==> src/rtl/ioreg_pkg.sv <==
// Shared types for the indirect register window.
package ioreg_pkg;
    // Class of register that a latched index resolves to.
    typedef enum logic [1:0] {
        REG_ID    = 2'd0,
        REG_VER   = 2'd1,
        REG_ENTRY = 2'd2,
        REG_NONE  = 2'd3
    } reg_kind_e;
endpackage

==> src/rtl/ioreg_offset_dec.sv <==
// Bus offset decoder.
// Compares the low address byte against the select and window offsets.
// Assumes the two offsets are different.
module ioreg_offset_dec #(
    parameter int unsigned         ADDR_W  = 8,
    parameter logic [ADDR_W-1:0]   SEL_OFF = 8'h00,
    parameter logic [ADDR_W-1:0]   WIN_OFF = 8'h10
) (
    input  logic [ADDR_W-1:0] addr,
    output logic              hit_sel,
    output logic              hit_win
);
    // Purpose: flag which of the two defined locations is addressed.
    always_comb begin
        hit_sel = (addr == SEL_OFF);
        hit_win = (addr == WIN_OFF);
    end
endmodule

==> src/rtl/ioreg_index_dec.sv <==
// Register index decoder.
// Maps a latched index onto a register class, an entry number and a half.
// Assumes TBL_BASE is even and above the version index.
module ioreg_index_dec
    import ioreg_pkg::*;
#(
    parameter int unsigned        IDX_W    = 8,
    parameter int unsigned        NUM_PINS = 24,
    parameter int unsigned        ENT_W    = 5,
    parameter logic [IDX_W-1:0]   TBL_BASE = 8'h10
) (
    input  logic [IDX_W-1:0] idx,
    output reg_kind_e        kind,
    output logic [ENT_W-1:0] entry,
    output logic             upper
);
    localparam logic [IDX_W-2:0] PIN_LIMIT = (IDX_W-1)'(NUM_PINS);

    logic [IDX_W-1:0] rel;
    logic [IDX_W-2:0] ent_full;
    logic             in_table;

    // Purpose: compute the offset from the table base and its entry number.
    always_comb begin
        rel      = idx - TBL_BASE;
        ent_full = rel[IDX_W-1:1];
        in_table = (idx >= TBL_BASE) && (ent_full < PIN_LIMIT);
    end

    // Purpose: classify the index and pick the half of the entry.
    always_comb begin
        entry = in_table ? ent_full[ENT_W-1:0] : '0;
        upper = rel[0];
        if (idx == '0)
            kind = REG_ID;
        else if (idx == IDX_W'(1))
            kind = REG_VER;
        else if (in_table)
            kind = REG_ENTRY;
        else
            kind = REG_NONE;
    end
endmodule

==> src/rtl/ioreg_read_mux.sv <==
// Read data selector.
// Builds the next read word from the addressed location.
// Assumes tbl_rentry already reflects the entry at the decoded entry number.
module ioreg_read_mux
    import ioreg_pkg::*;
#(
    parameter int unsigned      DATA_W   = 32,
    parameter int unsigned      IDX_W    = 8,
    parameter int unsigned      ID_W     = 4,
    parameter int unsigned      ID_LSB   = 24,
    parameter int unsigned      NUM_PINS = 24,
    parameter logic [7:0]       VERSION  = 8'h11
) (
    input  logic                hit_sel,
    input  logic                hit_win,
    input  reg_kind_e           kind,
    input  logic                upper,
    input  logic [IDX_W-1:0]    sel_idx,
    input  logic [ID_W-1:0]     id_val,
    input  logic [2*DATA_W-1:0] tbl_rentry,
    output logic [DATA_W-1:0]   rd_word
);
    localparam logic [7:0]        MAX_ENT  = 8'(NUM_PINS - 1);
    localparam logic [DATA_W-1:0] VER_WORD = DATA_W'({8'h00, MAX_ENT, 8'h00, VERSION});

    logic [DATA_W-1:0] win_word;

    // Purpose: pick the window value for the latched register class.
    always_comb begin
        unique case (kind)
            REG_ID:    win_word = DATA_W'(id_val) << ID_LSB;
            REG_VER:   win_word = VER_WORD;
            REG_ENTRY: win_word = upper ? tbl_rentry[2*DATA_W-1:DATA_W]
                                        : tbl_rentry[DATA_W-1:0];
            default:   win_word = '0;
        endcase
    end

    // Purpose: choose between select readback, window data and zero.
    always_comb begin
        if (hit_sel)
            rd_word = DATA_W'(sel_idx);
        else if (hit_win)
            rd_word = win_word;
        else
            rd_word = '0;
    end
endmodule

==> src/rtl/ioreg_window.sv <==
// Indirect register window top.
// Holds the select index, the ID and the registered read data. Forwards
// window writes aimed at routing entries to the service engine's table.
// Assumes single-cycle bus strobes and a combinational table read port.
module ioreg_window
    import ioreg_pkg::*;
#(
    parameter int unsigned      ADDR_W   = 8,
    parameter int unsigned      DATA_W   = 32,
    parameter int unsigned      IDX_W    = 8,
    parameter int unsigned      NUM_PINS = 24,
    parameter int unsigned      ID_W     = 4,
    parameter int unsigned      ID_LSB   = 24,
    parameter logic [ADDR_W-1:0] SEL_OFF = 8'h00,
    parameter logic [ADDR_W-1:0] WIN_OFF = 8'h10,
    parameter logic [IDX_W-1:0] TBL_BASE = 8'h10,
    parameter logic [7:0]       VERSION  = 8'h11,
    localparam int unsigned     ENT_W    = $clog2(NUM_PINS)
) (
    input  logic                clk,
    input  logic                rst_n,
    input  logic                bus_wr,
    input  logic                bus_rd,
    input  logic [ADDR_W-1:0]   bus_addr,
    input  logic [DATA_W-1:0]   bus_wdata,
    output logic [DATA_W-1:0]   bus_rdata,
    output logic [ID_W-1:0]     apic_id,
    output logic                tbl_we,
    output logic                tbl_hi,
    output logic [ENT_W-1:0]    tbl_idx,
    output logic [DATA_W-1:0]   tbl_wdata,
    input  logic [2*DATA_W-1:0] tbl_rentry
);
    logic [IDX_W-1:0]  sel_q;
    logic              hit_sel;
    logic              hit_win;
    reg_kind_e         kind;
    logic              upper;
    logic [DATA_W-1:0] rd_word;

    ioreg_offset_dec #(
        .ADDR_W (ADDR_W),
        .SEL_OFF(SEL_OFF),
        .WIN_OFF(WIN_OFF)
    ) u_offset_dec (
        .addr   (bus_addr),
        .hit_sel(hit_sel),
        .hit_win(hit_win)
    );

    ioreg_index_dec #(
        .IDX_W   (IDX_W),
        .NUM_PINS(NUM_PINS),
        .ENT_W   (ENT_W),
        .TBL_BASE(TBL_BASE)
    ) u_index_dec (
        .idx  (sel_q),
        .kind (kind),
        .entry(tbl_idx),
        .upper(upper)
    );

    ioreg_read_mux #(
        .DATA_W  (DATA_W),
        .IDX_W   (IDX_W),
        .ID_W    (ID_W),
        .ID_LSB  (ID_LSB),
        .NUM_PINS(NUM_PINS),
        .VERSION (VERSION)
    ) u_read_mux (
        .hit_sel   (hit_sel),
        .hit_win   (hit_win),
        .kind      (kind),
        .upper     (upper),
        .sel_idx   (sel_q),
        .id_val    (apic_id),
        .tbl_rentry(tbl_rentry),
        .rd_word   (rd_word)
    );

    // Purpose: latch the register index on a select write.
    always_ff @(posedge clk) begin
        if (!rst_n)
            sel_q <= '0;
        else if (bus_wr && hit_sel)
            sel_q <= bus_wdata[IDX_W-1:0];
    end

    // Purpose: store the ID field on a window write to the ID index.
    always_ff @(posedge clk) begin
        if (!rst_n)
            apic_id <= '0;
        else if (bus_wr && hit_win && kind == REG_ID)
            apic_id <= bus_wdata[ID_LSB +: ID_W];
    end

    // Purpose: register read data on a read strobe and hold it otherwise.
    always_ff @(posedge clk) begin
        if (!rst_n)
            bus_rdata <= '0;
        else if (bus_rd)
            bus_rdata <= rd_word;
    end

    // Purpose: forward window writes for valid entries to the table.
    always_comb begin
        tbl_we    = bus_wr && hit_win && (kind == REG_ENTRY);
        tbl_hi    = upper;
        tbl_wdata = bus_wdata;
    end
endmodule

==> config.mk <==
export PLATFORM = sky130hd
export DESIGN_NAME = ioreg_window
export DESIGN_NICKNAME = d
export VERILOG_FILES = /design/src/rtl/ioreg_pkg.sv /design/src/rtl/ioreg_offset_dec.sv /design/src/rtl/ioreg_index_dec.sv /design/src/rtl/ioreg_read_mux.sv /design/src/rtl/ioreg_window.sv
export SDC_FILE = /design/constraint.sdc
export NUM_CORES = 1
export LEC_CHECK = 0
export BUFFER_PORTS_ARGS = -buffer_cell sky130_fd_sc_hd__clkbuf_2
export CORE_MARGIN = 4
export CORE_UTILIZATION = 43
export DETAILED_ROUTE_END_ITERATION = 12
export GPL_TIMING_DRIVEN = 0
export PLACE_DENSITY = 0.81
export SKIP_LAST_GASP = 1
export SYNTH_ARGS = -nofsm -noshare
export SYNTH_HDL_FRONTEND = slang
export SYNTH_SLANG_ARGS = --single-unit
export TNS_END_PERCENT = 5
==> constraint.sdc <==
create_clock -name clk -period 2.5 [get_ports clk]
set_input_delay 0.5 -clock clk [delete_from_list [all_inputs] [get_ports clk]]
set_output_delay 0.5 -clock clk [all_outputs]
set_load 0.01 [all_outputs]
# Word-level counts from Yosys, hierarchy flattened
# Index checks and enable logic that the tools add are counted.
# totals
input_bits,108
register_bits,44
# classes
magnitude_cmp,2
n_addsub,1
mux,8
n_reduce_logical,8
eq_ne,4
# op_table
op,count
$mux 32,3
$pmux 32 s3,1
$logic_not 8->1,2
$eq 8x1->1 const B,1
$eq 8x5->1 const B,1
$ge 8x5->1 const B,1
$sub 8x5->8 const B,1
$lt 7x5->1 const B,1
$logic_and 1x1->1,5
$mux 5,1
$mux 2,2
$eq 2x1->1 const B,1
$eq 2x2->1 const B,1
$logic_not 2->1,1
$mux 1,1

# Logic depth before layout (Yosys ltp)
# Gate-level depths: netlist of the first run.
# logic_depth
word_depth,10
depth_mapped,8
mapped_depth_nobuf,6

# Cells and area by module
# From an unflattened synthesis of the first run, not the netlist that was laid out.
# unflattened
cells_unflattened,305
area_unflattened_um2,2824.0
# modules_own_cells
mod,area_per_inst_um2,cells_each,instances
ioreg_window,1989.4,190,1
ioreg_read_mux,635.6,90,1
ioreg_index_dec,157.7,20,1
ioreg_offset_dec,41.3,5,1

# Worst setup path after synthesis of the first run
# No wires, ideal clock.
# synth_path
path_kind,register to output
from,reg sel_q[4]
to,out tbl_idx[0]
required_ns,2.000
stages_incl_launch_ff,9
n_path_buf,2
arrival_time_ns,1.580
slack_ns,0.420
path_cell_list,dfxtp_1 inv_1 ha_1 and3b_1 a31oi_1 buf_2 buf_2 nor2_1 and2_1
# synth_via
elab_chain_len,4
# synth_rtl
element,line_no,text
"start, declared",ioreg_window.sv:34,logic [IDX_W-1:0] sel_q;
"start signal, assigned",ioreg_window.sv:86,sel_q <= bus_wdata[IDX_W-1:0];
$sub 8x5->8,ioreg_index_dec.sv:25,rel = idx - TBL_BASE;
$lt 7x5->1,ioreg_index_dec.sv:27,in_table = (idx >= TBL_BASE) && (ent_full < PIN_LIMIT);
$logic_and 1x1->1 (*),ioreg_index_dec.sv:27,
$mux 5 (*),ioreg_index_dec.sv:32,entry = in_table ? ent_full[ENT_W-1:0] : '0;
"end, declared",ioreg_window.sv:30,"output logic [ENT_W-1:0] tbl_idx,"
# Every way passes the cells marked *; elsewhere a longest branch is shown, timed or not.

# Worst setup path after layout of the first run
# layout_path
from,reg sel_q[7]
to,out tbl_we
# layout_via
elab_chain_len,8
# layout_rtl
element,line_no,text
$sub 8x5->8,ioreg_index_dec.sv:25,
$lt 7x5->1,ioreg_index_dec.sv:27,
$logic_and 1x1->1,ioreg_index_dec.sv:27,
$mux 1,ioreg_index_dec.sv:38,else if (in_table)
$mux 2,ioreg_index_dec.sv:36,else if (idx == IDX_W'(1))
$mux 2 (*),ioreg_index_dec.sv:34,if (idx == '0)
$eq 2x2->1 (*),ioreg_window.sv:107,tbl_we = bus_wr && hit_win && (kind == REG_ENTRY);
$logic_and 1x1->1 (*),ioreg_window.sv:107,
"end, declared",ioreg_window.sv:28,"output logic tbl_we,"
# Marked as above.

==> flow_summary.ini, run 1 <==
[logic_synthesis]
ys_warn_count = 0
synthTopCellsByArea = dfxtp_1, buf_4, mux2_2, a21oi_1, or4_1
synth_cells = 347
syn_avg_cell_area_um2 = 8.20
synth_compound_area_share_pct = 16.4
synth-xor-area-share_pct = 0
synth_top_cell_area_share_pct = 31.0
synthFlopType = dfxtp_1
synth_top_family_by_area = simple AND/OR/NAND/NOR gates
ys_seq_area_share_pct = 31.0
yosys.area_share.simple_pct = 28.4
ys_ff_latch = 44
synth.mux.area_fraction_pct = 10.6
netlist_area_mm2 = 0.00285
synth-adder-area-share_pct = 0.880
synth_area_leader_cell = dfxtp_1
async_flop_share_pct = 0
synth_edf_count = 0
synth_cell_type_count = 43
synth.most_common_cell = dfxtp_1
synthTopCellsByCount = dfxtp_1, a21oi_1, buf_4, nand2_1, or4_1
synth_nets = 457

[power]
p_comb_share_pct = 17.1
p_leak_nw = 1.83
vdd_drop_max_mv = 0.204
netSwitchingFraction_pct = 25.2
power_frac_seq_pct = 49.7
pwr-share-clk_pct = 33.3
p_int_mw = 1.06
power_switching_mw = 0.359
powerDensity_mw_per_mm2 = 363

[timing]
hold_ws_ns = 0.443
max_freq_mhz = 414
final_max_slew_viol_count = 0
period_share_pct = 96.6
slew_headroom_pct = 56.8
hold_violations = 0
setup-violations-final = 0
period_needed_ns = 2.41
rsz0062_at_grt = true
tightestPinTransition_ns = 0.641
fin_tns_setup_ns = 0
skew_ns = 0.00441

[grt]
use_met3_pct = 4.06
antenna_found_initial = 0
grt_pass1_vias = 2931
grt_use_total_pct = 21.4
gr-total-overflow = 0
grt_max_degree = 20
grt.busiest_layer = met2
grt_pass1_wl_um = 13400
grt_use_met2_pct = 38.3
met1_usage_pct = 25.5

[drt]
drt_wl_total_um = 9300
route.detailed.drc = 0
vias = 3175
avgViaCountPerCell = 5.33
drt_iter0_markers = 170
drtPass1Iterations = 4
wire_per_inst_um = 15.6
drtAntennaViolNets = 0

[hold_path]
holdPathStages = 3
hp-class = in -> reg
hp-start = bus_wdata[24]
whs_endpoint = apic_id[0]

[worst_setup_path]
reg2reg_depth = 6
path_class = reg -> out
ff2ff_setup_slack_ns = 0.38
cp_slowest_cell = dfxtp_1
r2r_start = sel_q[4]
slowest_delay_ns = 0.41
arrival_ns = 1.91
cpLargestDelayFamily = simple AND/OR/NAND/NOR gates
startpoint_type = register
crit_path_end_kind = output pin
crit_fanout = 8
path_buf_inv = 1
cp.required_ns = 2.00
crit_path_cell_trace = or3_1, and3_1, nor2_2, nor3_1, clkbuf_2
reg2reg_to = bus_rdata[20]

[final_layout]
area.growth.synth_to_final_pct = 37.6
fillCellCount = 617
multi_input_area_mm2 = 0.00164
num_antenna_cells = 0
final_nets = 628
layout-drive-gt1-share_pct = 48.4
ff_latch_area_um2 = 883

[clock_network]
clockBufferDepth = 2
clk-insertion-delay-late_ns = 0.30
cts_buffers = 5
cts_max_level = 2
cts_hold_buffers = 0
clkTransAtPathRegs_ns = 0.08
clockRootBuffer = clkbuf_8
cts_tree = done
clock_sinks = 44

[run_status]
status = complete, no violations

[placement]
portBuffers = 162
place.gp.congestion = 0.952
detailed_place_hpwl_um = 7280

[floorplanning]
ios = 183
core-area_mm2 = 0.00639
die_h_um = 89.3
rows = 29
start_util_pct = 44.6
die_w_um = 89.3
dieArea_mm2 = 0.00798

[job]
cap_violations = 0
-- what timing repair did --
item	in CTS	in global routing
endpoints found under the setup margin	6	6
setup buffers	0	3
gates resized for setup	9	5
pin swaps	0	1
-- per-stage QoR --
stage                     setup WS, ns  power [mW]  cells  util (%)  area (um2)
after floorplan                  0.420       0.843    347         -        2850
after global placement          0.0233       0.961    586      58.8        3750
after detailed placement       -0.0525       0.965    586      58.8        3750
after CTS                      0.00334        1.43    593      60.6        3870
after global routing           -0.0207        1.48    596      61.3        3910
final                           0.0851        1.42    596      61.3        3910
-- state kept, by name, indices dropped and copies added (netlist names) --
signal / count
sel_q: 8
bus_rdata: 32
apic_id: 4
-- power groups by stage --
stage / combinational, mW / sequential, mW / clock, mW
floorplan: 0.118 / 0.725 / 0
global placement: 0.238 / 0.723 / 0
detailed placement: 0.242 / 0.723 / 0
CTS: 0.243 / 0.706 / 0.478
global route: 0.266 / 0.707 / 0.506
finish: 0.243 / 0.706 / 0.473
-- cell usage in the layout (no fill, tap or decap), types with 3 or more instances in the layout --
master      n
mux2i_1    12
dfxtp_1    42
buf_4      36
mux2_2     16
buf_2       4
a211o_1     4
nand2_1    31
or4_1      23
clkbuf_8    6
a31oi_1     8
nand2b_1   17
and2_1      3
nor2b_1    16
clkbuf_1   16
clkbuf_2  166
nor2_1      7
o21ai_0     8
o221a_2     7
inv_1       4
nor3_1      6
nand3_1    17
a21o_1      3
a21oi_1    35
-- routing by layer --
metal / wire length (um) / part of all wire [%]
met1: 3620 / 39
met2: 4660 / 50
met3: 847 / 9.1
met4: 168 / 1.8
met5: 0 / 0
-- cells by family after synthesis --
| group | Yosys count |
|---|---|
| buf+inv | 62 |
| simple gates | 138 |
| flops | 44 |
| mux | 28 |
| fa+ha+maj | 2 |
| compound gates | 73 |
-- layout make-up --
cell class,instances,share of cell area [%]
Clock buffer,8,2.30
Multi-Input combinational cell,241,41.9
Tap cell,77,2.46
Inverter,5,0.480
Buffer,56,8.98
Sequential cell,44,22.6
Timing Repair Buffer,165,21.3
-- tightest hold or removal path, cell delays in order --
cell and delay, ns:
clkbuf_2 0.09, nand3_1 0.06, a21oi_1 0.06
-- worst max-delay path by stage --
stage / startpoint / to / slack (ns) / cells past startpoint
floorplan: sel_q[4] / tbl_idx[0] / 0.42 / 8
global placement: sel_q[4] / tbl_idx[1] / 0.02 / 9
detailed placement: sel_q[4] / tbl_idx[0] / -0.05 / 9
CTS: sel_q[5] / tbl_idx[0] / 0.003 / 8
global route: sel_q[4] / tbl_idx[0] / -0.02 / 7
finish: sel_q[7] / tbl_we / 0.09 / 5
Power figures use the tool's default switching activity.
==> inputs of run 2 (changes only) <==
ABC_AREA = 1   (was unset)
CORE_UTILIZATION = 41   (was 43)
PLACE_DENSITY = 0.8   (was 0.81)
==> run 2 against run 1 <==
  * Clock-buffer cell count is 3 lower
  * Register-to-register slack better by 0.16 ns
  * Synthesized cell count is 13% higher
  * Total power is 5.6% higher
  * Cell count is 7.0% higher
  * Global-route usage is 0.36 points higher
  * Largest cell class unchanged
  * Clock skew is 0.0068 ns higher
  * Clock power is 19% higher
==> flow_summary.ini, run 2 <==
[worst_setup_path]
cp_slowest_cell = dfxtp_1
path_buf_inv = 2
crit_fanout = 5
arrival_ns = 1.81
crit_path_end_kind = output pin
reg2reg_depth = 12
slowest_delay_ns = 0.38
worst_path_most_repeated_cell = nand2_1
startpoint_type = register
path_class = reg -> out
crit_path_cell_trace = inv_1, ha_1, nand2_1, nand2_1, nor2_1, nand2_2, nor4b_2, clkbuf_2
ff2ff_setup_slack_ns = 0.54
cpLargestDelayFamily = simple AND/OR/NAND/NOR gates
r2r_start = sel_q[4]
reg2reg_to = bus_rdata[5]
cp.required_ns = 2.00

[clock_network]
cts_hold_buffers = 0
clock_sinks = 44
clockRootBuffer = clkbuf_8
cts_tree = done
clkTransAtPathRegs_ns = 0.09
cts_max_level = 2
clockBufferDepth = 2
cts_buffers = 5
clk-insertion-delay-late_ns = 0.30

[drt]
dr_wl_met3_um = 767
route.detailed.drc = 0
drt_iter0_markers = 200
wire_per_inst_um = 13.6
drtAntennaViolNets = 0
met1Wirelength_um = 3490
drtPass1Iterations = 5
wl_met2_um = 4200
avgViaCountPerCell = 4.95
drt_wl_total_um = 8680
top_layer = met4
vias = 3161

[logic_synthesis]
synth.mux.area_fraction_pct = 1.16
synth_cells = 391
synth-xor-area-share_pct = 0
synth_nets = 501
synthFlopType = dfxtp_1
synth_top_cell_area_share_pct = 34.1
synth-adder-area-share_pct = 0.969
synthTopCellsByArea = dfxtp_1, nand2_1, buf_4, a21oi_1, nand3_1
ys_seq_area_share_pct = 34.1
synth_compound_area_share_pct = 15.0
syn_avg_cell_area_um2 = 6.61
async_flop_share_pct = 0
synth_cell_type_count = 26
yosys.area_share.simple_pct = 32.5
netlist_area_mm2 = 0.00258
synth_area_leader_cell = dfxtp_1
ys_ff_latch = 44
synthTopCellsByCount = nand2_1, a21oi_1, dfxtp_1, nand3_1, buf_4
synth_top_family_by_area = simple AND/OR/NAND/NOR gates
synth.most_common_cell = nand2_1
synth_edf_count = 0
ys_warn_count = 0

[final_layout]
final_nets = 672
largest-register = bus_rdata
top_regs = bus_rdata x32, sel_q x8, apic_id x4
area.growth.synth_to_final_pct = 40.3
layout_commonest_cell = clkbuf_2
layout-drive-gt1-share_pct = 40.5
fin_util_pct = 60.2
final_cell_area_mm2 = 0.00362
fillCellCount = 572
largest_reg_flops = 32
mostFrequentLayoutCells = clkbuf_2, nand2_1, a21oi_1
num_antenna_cells = 0
instances_no_fill = 638

[grt]
grt_pass1_wl_um = 13200
antenna_found_initial = 0
grt_use_total_pct = 21.7
gr-total-overflow = 0
grt_pass1_vias = 2853
grt_max_degree = 16

[placement]
portBuffers = 162
placedCellCount = 628
place.gp.congestion = 0.887
detailed_place_hpwl_um = 7010
dpl_cell_area_mm2 = 0.00349

[timing]
hold_violations = 0
setup-violations-final = 0
final_max_slew_viol_count = 0
hold_ws_ns = 0.467
period_share_pct = 92.2
rsz0062_at_grt = false
fin_tns_setup_ns = 0
period_needed_ns = 2.31
skew_ns = 0.0112
slew_headroom_pct = 62.8
tightestPinTransition_ns = 0.558
max_freq_mhz = 434

[power]
powerDensity_mw_per_mm2 = 414
p_leak_nw = 1.87
vdd_drop_max_mv = 0.282

[hold_path]
hp-start = bus_rdata[23]
holdPathStages = 2
whs_endpoint = bus_rdata[23]
hp-class = reg -> reg

[floorplanning]
ios = 183
rows = 28
core-area_mm2 = 0.00603
die_w_um = 87.4
start_util_pct = 42.9
die_h_um = 87.4
dieArea_mm2 = 0.00764

[job]
cap_violations = 0

[run_status]
status = complete, no violations
run 2: cell types whose count changed after synthesis, sizes merged, moves of 14 or more:
cell | before | now
a21oi | 35 | 49
inv | 4 | 21
mux2 | 16 | 0
nand2 | 31 | 117
nand2b | 17 | 0
nand3 | 18 | 40
nor2b | 16 | 0
or4 | 23 | 0
run 2: layer usage:
metal  track usage [%]  vias up
met5                 0        -
met1              28.2     1387
met2              36.4      158
met3              3.60       19
met4              7.25        0
li1                  -     1597
run 2: power by group:
group	total (mW)	leakage, nW	switching [mW]	internal, mW
Sequential	0.707	0.355	0.00278	0.705
Clock	0.562	0.0548	0.260	0.301
Combinational	0.233	1.46	0.111	0.122
Total	1.50	1.87	0.374	1.13
run 2: stage by stage:
stage	worst slack, ns	total power [mW]
floorplan	0.591	0.836
global placement	0.467	0.952
detailed placement	0.450	0.956
CTS	0.110	1.51
global route	0.0739	1.57
finish	0.194	1.50
run 2: timing repair:
action | 4_1_cts | 5_1_grt
gates resized for setup | 0 | 1
endpoints found under the setup margin | 0 | 1
buffers inserted | 0 | 2
run 2: worst min-delay path, delay by kind of cell, from the launching register on:
family             cells  cell delay [ns]
DFF                    1             0.32
AOI/OAI and AO/OA      1             0.05
and+or+nand+nor        1             0.06
run 2: worst max-delay path by stage:
stage	from	endpoint	slack, ns	cells past startpoint
finish	sel_q[4]	tbl_we	0.19	8
global route	sel_q[4]	tbl_we	0.07	8
CTS	sel_q[4]	tbl_we	0.11	8
detailed placement	sel_q[4]	tbl_we	0.45	8
global placement	sel_q[4]	tbl_we	0.47	8
floorplan	sel_q[4]	tbl_we	0.59	7
run 2: area by class of cell:
type / instances / area [um2] / share of cell area, %
tap: 75 / 93.8 / 2.59
clock inverter: 3 / 46.3 / 1.28
inverter: 22 / 82.6 / 2.28
multi-input combinational: 273 / 1290 / 35.6
buffer: 52 / 338 / 9.32
timing repair buffer: 164 / 826 / 22.8
clock buffer: 5 / 68.8 / 1.90
sequential: 44 / 881 / 24.3
run 2: logic make-up (layout without fill, tap and decap cells):
family	after synthesis	after routing
and+or+nand+nor	193	193
AOI/OAI and AO/OA	75	75
buffers and inverters	74	246
DFF	44	44
muxes	3	3
adders and majority gates	2	2
==> inputs of run 3 (changes only) <==
CELL_PAD_IN_SITES_DETAIL_PLACEMENT = 2   (was unset)
CELL_PAD_IN_SITES_GLOBAL_PLACEMENT = 2   (was unset)
CORE_UTILIZATION = 19   (was 41)
PLACE_DENSITY = unset   (was 0.8)
PLACE_DENSITY_LB_ADDON = 0.1   (was unset)
==> run 3 against run 2 <==
  * Sequential share of layout area decreased by 1.1 points
  * Largest cell class unchanged
  * Final area increased by 4.9%
  * Global-route usage decreased by 7.3 points
  * Setup slack improved by 0.015 ns
  * Largest power group is now the clock network
  * Via count increased by 1.9%
  * Critical path type unchanged
  * Cell count increased by 16%
  * Routed wire length increased by 31%
==> flow_summary.ini, run 3 (synthesis gave the netlist of run 2 again) <==
[run_status]
status = complete, no violations

[timing]
period_share_pct = 91.6
final_max_slew_viol_count = 0
hold_violations = 0
fin_tns_setup_ns = 0
rsz0062_at_grt = false
period_needed_ns = 2.29
setup-violations-final = 0
slew_headroom_pct = 60.8
tightestPinTransition_ns = 0.587
max_freq_mhz = 437
skew_ns = 0.00406

[final_layout]
mostFrequentLayoutCells = clkbuf_2, nand2_1, a21oi_1
largest-register = bus_rdata
area.growth.synth_to_final_pct = 47.2
layout-drive-gt1-share_pct = 40.5
num_antenna_cells = 0
largest_reg_flops = 32
layout_commonest_cell = clkbuf_2
top_regs = bus_rdata x32, sel_q x8, apic_id x4
final_nets = 672
final_cell_area_mm2 = 0.00380

[floorplanning]
ios = 183
rows = 42
die_h_um = 125
dieArea_mm2 = 0.0155
start_util_pct = 19.4
core-area_mm2 = 0.0133
die_w_um = 125

[grt]
grt_max_degree = 14
use_met3_pct = 3.34
grt_pass1_vias = 3528
gr-total-overflow = 0
grt_use_met2_pct = 26.5
grt_use_total_pct = 14.4
antenna_found_initial = 0
grt_pass1_wl_um = 18200
met1_usage_pct = 16.9
grt.busiest_layer = met2

[clock_network]
clk-insertion-delay-late_ns = 0.28
cts_max_level = 2
clock_sinks = 44
clkTransAtPathRegs_ns = 0.06
clockBufferDepth = 2
clockRootBuffer = clkbuf_16
cts_buffers = 5
cts_tree = done

[hold_path]
holdPathStages = 2
whs_endpoint = bus_rdata[11]
hp-start = bus_rdata[11]
hp-class = reg -> reg

[drt]
wire_per_inst_um = 15.4
drt_iter0_markers = 77
drtPass1Iterations = 4
route.detailed.drc = 0
drtAntennaViolNets = 0
drt_wl_total_um = 11400
avgViaCountPerCell = 4.36
vias = 3222

[worst_setup_path]
startpoint_type = register
ff2ff_setup_slack_ns = 0.45
cp.depth = 8
path_class = reg -> out
reg2reg_to = apic_id[1]
reg2reg_depth = 9
cpLargestDelayFamily = simple AND/OR/NAND/NOR gates
r2r_start = sel_q[4]
cp_slowest_cell = dfxtp_1
slowest_delay_ns = 0.38
crit_path_end_kind = output pin
cp.required_ns = 2.00
crit_path_cell_trace = inv_1, ha_1, nand2_1, nand2_1, nor2_2, nand2_2, nor4b_2, buf_2
crit_fanout = 6
worst_path_most_repeated_cell = nand2_1
arrival_ns = 1.79
path_buf_inv = 2

[placement]
place.gp.congestion = 0.785
portBuffers = 162
dpl_cell_area_mm2 = 0.00361
detailed_place_hpwl_um = 9630

[power]
power_frac_seq_pct = 41.8
vdd_drop_max_mv = 0.248
netSwitchingFraction_pct = 23.4
p_leak_nw = 1.90
pwr-share-clk_pct = 44.2
power_switching_mw = 0.396
powerDensity_mw_per_mm2 = 446
p_comb_share_pct = 14.0
p_int_mw = 1.30

[job]
cap_violations = 0
[run 3: area by class of cell]
class                   count  area [um2]
inverters                  22        82.6
well taps                 176         220
multi-input cells         273        1290
fillers                  1654        9490
clock inverters             2        35.0
clock buffers               6         129
repair buffers            164         826
flip-flops and latches     44         881
plain buffers              52         338
[run 3: routing by layer]
metal  part of all wire, %  vias to the layer above
met5                     0                        -
met4                   1.1                        0
met3                   5.2                        7
met2                    52                       92
met1                    42                     1526
li1                      -                     1597
[run 3: metrics by stage]
stage                     hold WS, ns  setup WS, ns  util (%)  instances  power, mW
after floorplan                 0.471         0.591         -        391      0.836
after global placement          0.452         0.352      27.2        729      0.962
after detailed placement        0.458         0.281      27.2        729      0.967
after CTS                       0.469      0.000678      28.4        737       1.74
after global routing            0.490        0.0175      28.6        739       1.78
final                           0.468         0.209      28.6        739       1.69
[run 3: timing repair]
item / CTS / global route
buffers inserted: 0 / 2
endpoints found under the setup margin: 0 / 3
gates resized for setup: 0 / 3
hold buffers: 0 / 0
[run 3: power groups by stage]
| stage | Clock (mW) | Combinational [mW] | Sequential, mW |
|---|---|---|---|
| final | 0.749 | 0.237 | 0.708 |
| after global routing | 0.806 | 0.266 | 0.708 |
| after CTS | 0.785 | 0.244 | 0.707 |
| after detailed placement | 0 | 0.243 | 0.723 |
| after global placement | 0 | 0.238 | 0.723 |
| after floorplan | 0 | 0.111 | 0.725 |
[run 3: worst min-delay path, cell delays in order, from the launching register on]
cell	delay [ns]
dfxtp_1	0.31
nand2_1	0.06
a21oi_1	0.06
[run 3: how the worst max path moves through the flow]
| stage | startpoint | end |
|---|---|---|
| 6_report | sel_q[4] | tbl_we |
| 5_1_grt | sel_q[4] | tbl_idx[4] |
| 4_1_cts | sel_q[4] | tbl_we |
| 3_5_place_dp | bus_addr[0] | sel_q[7] |
| 3_3_place_gp | bus_addr[0] | sel_q[6] |
| 2_1_floorplan | sel_q[4] | tbl_we |
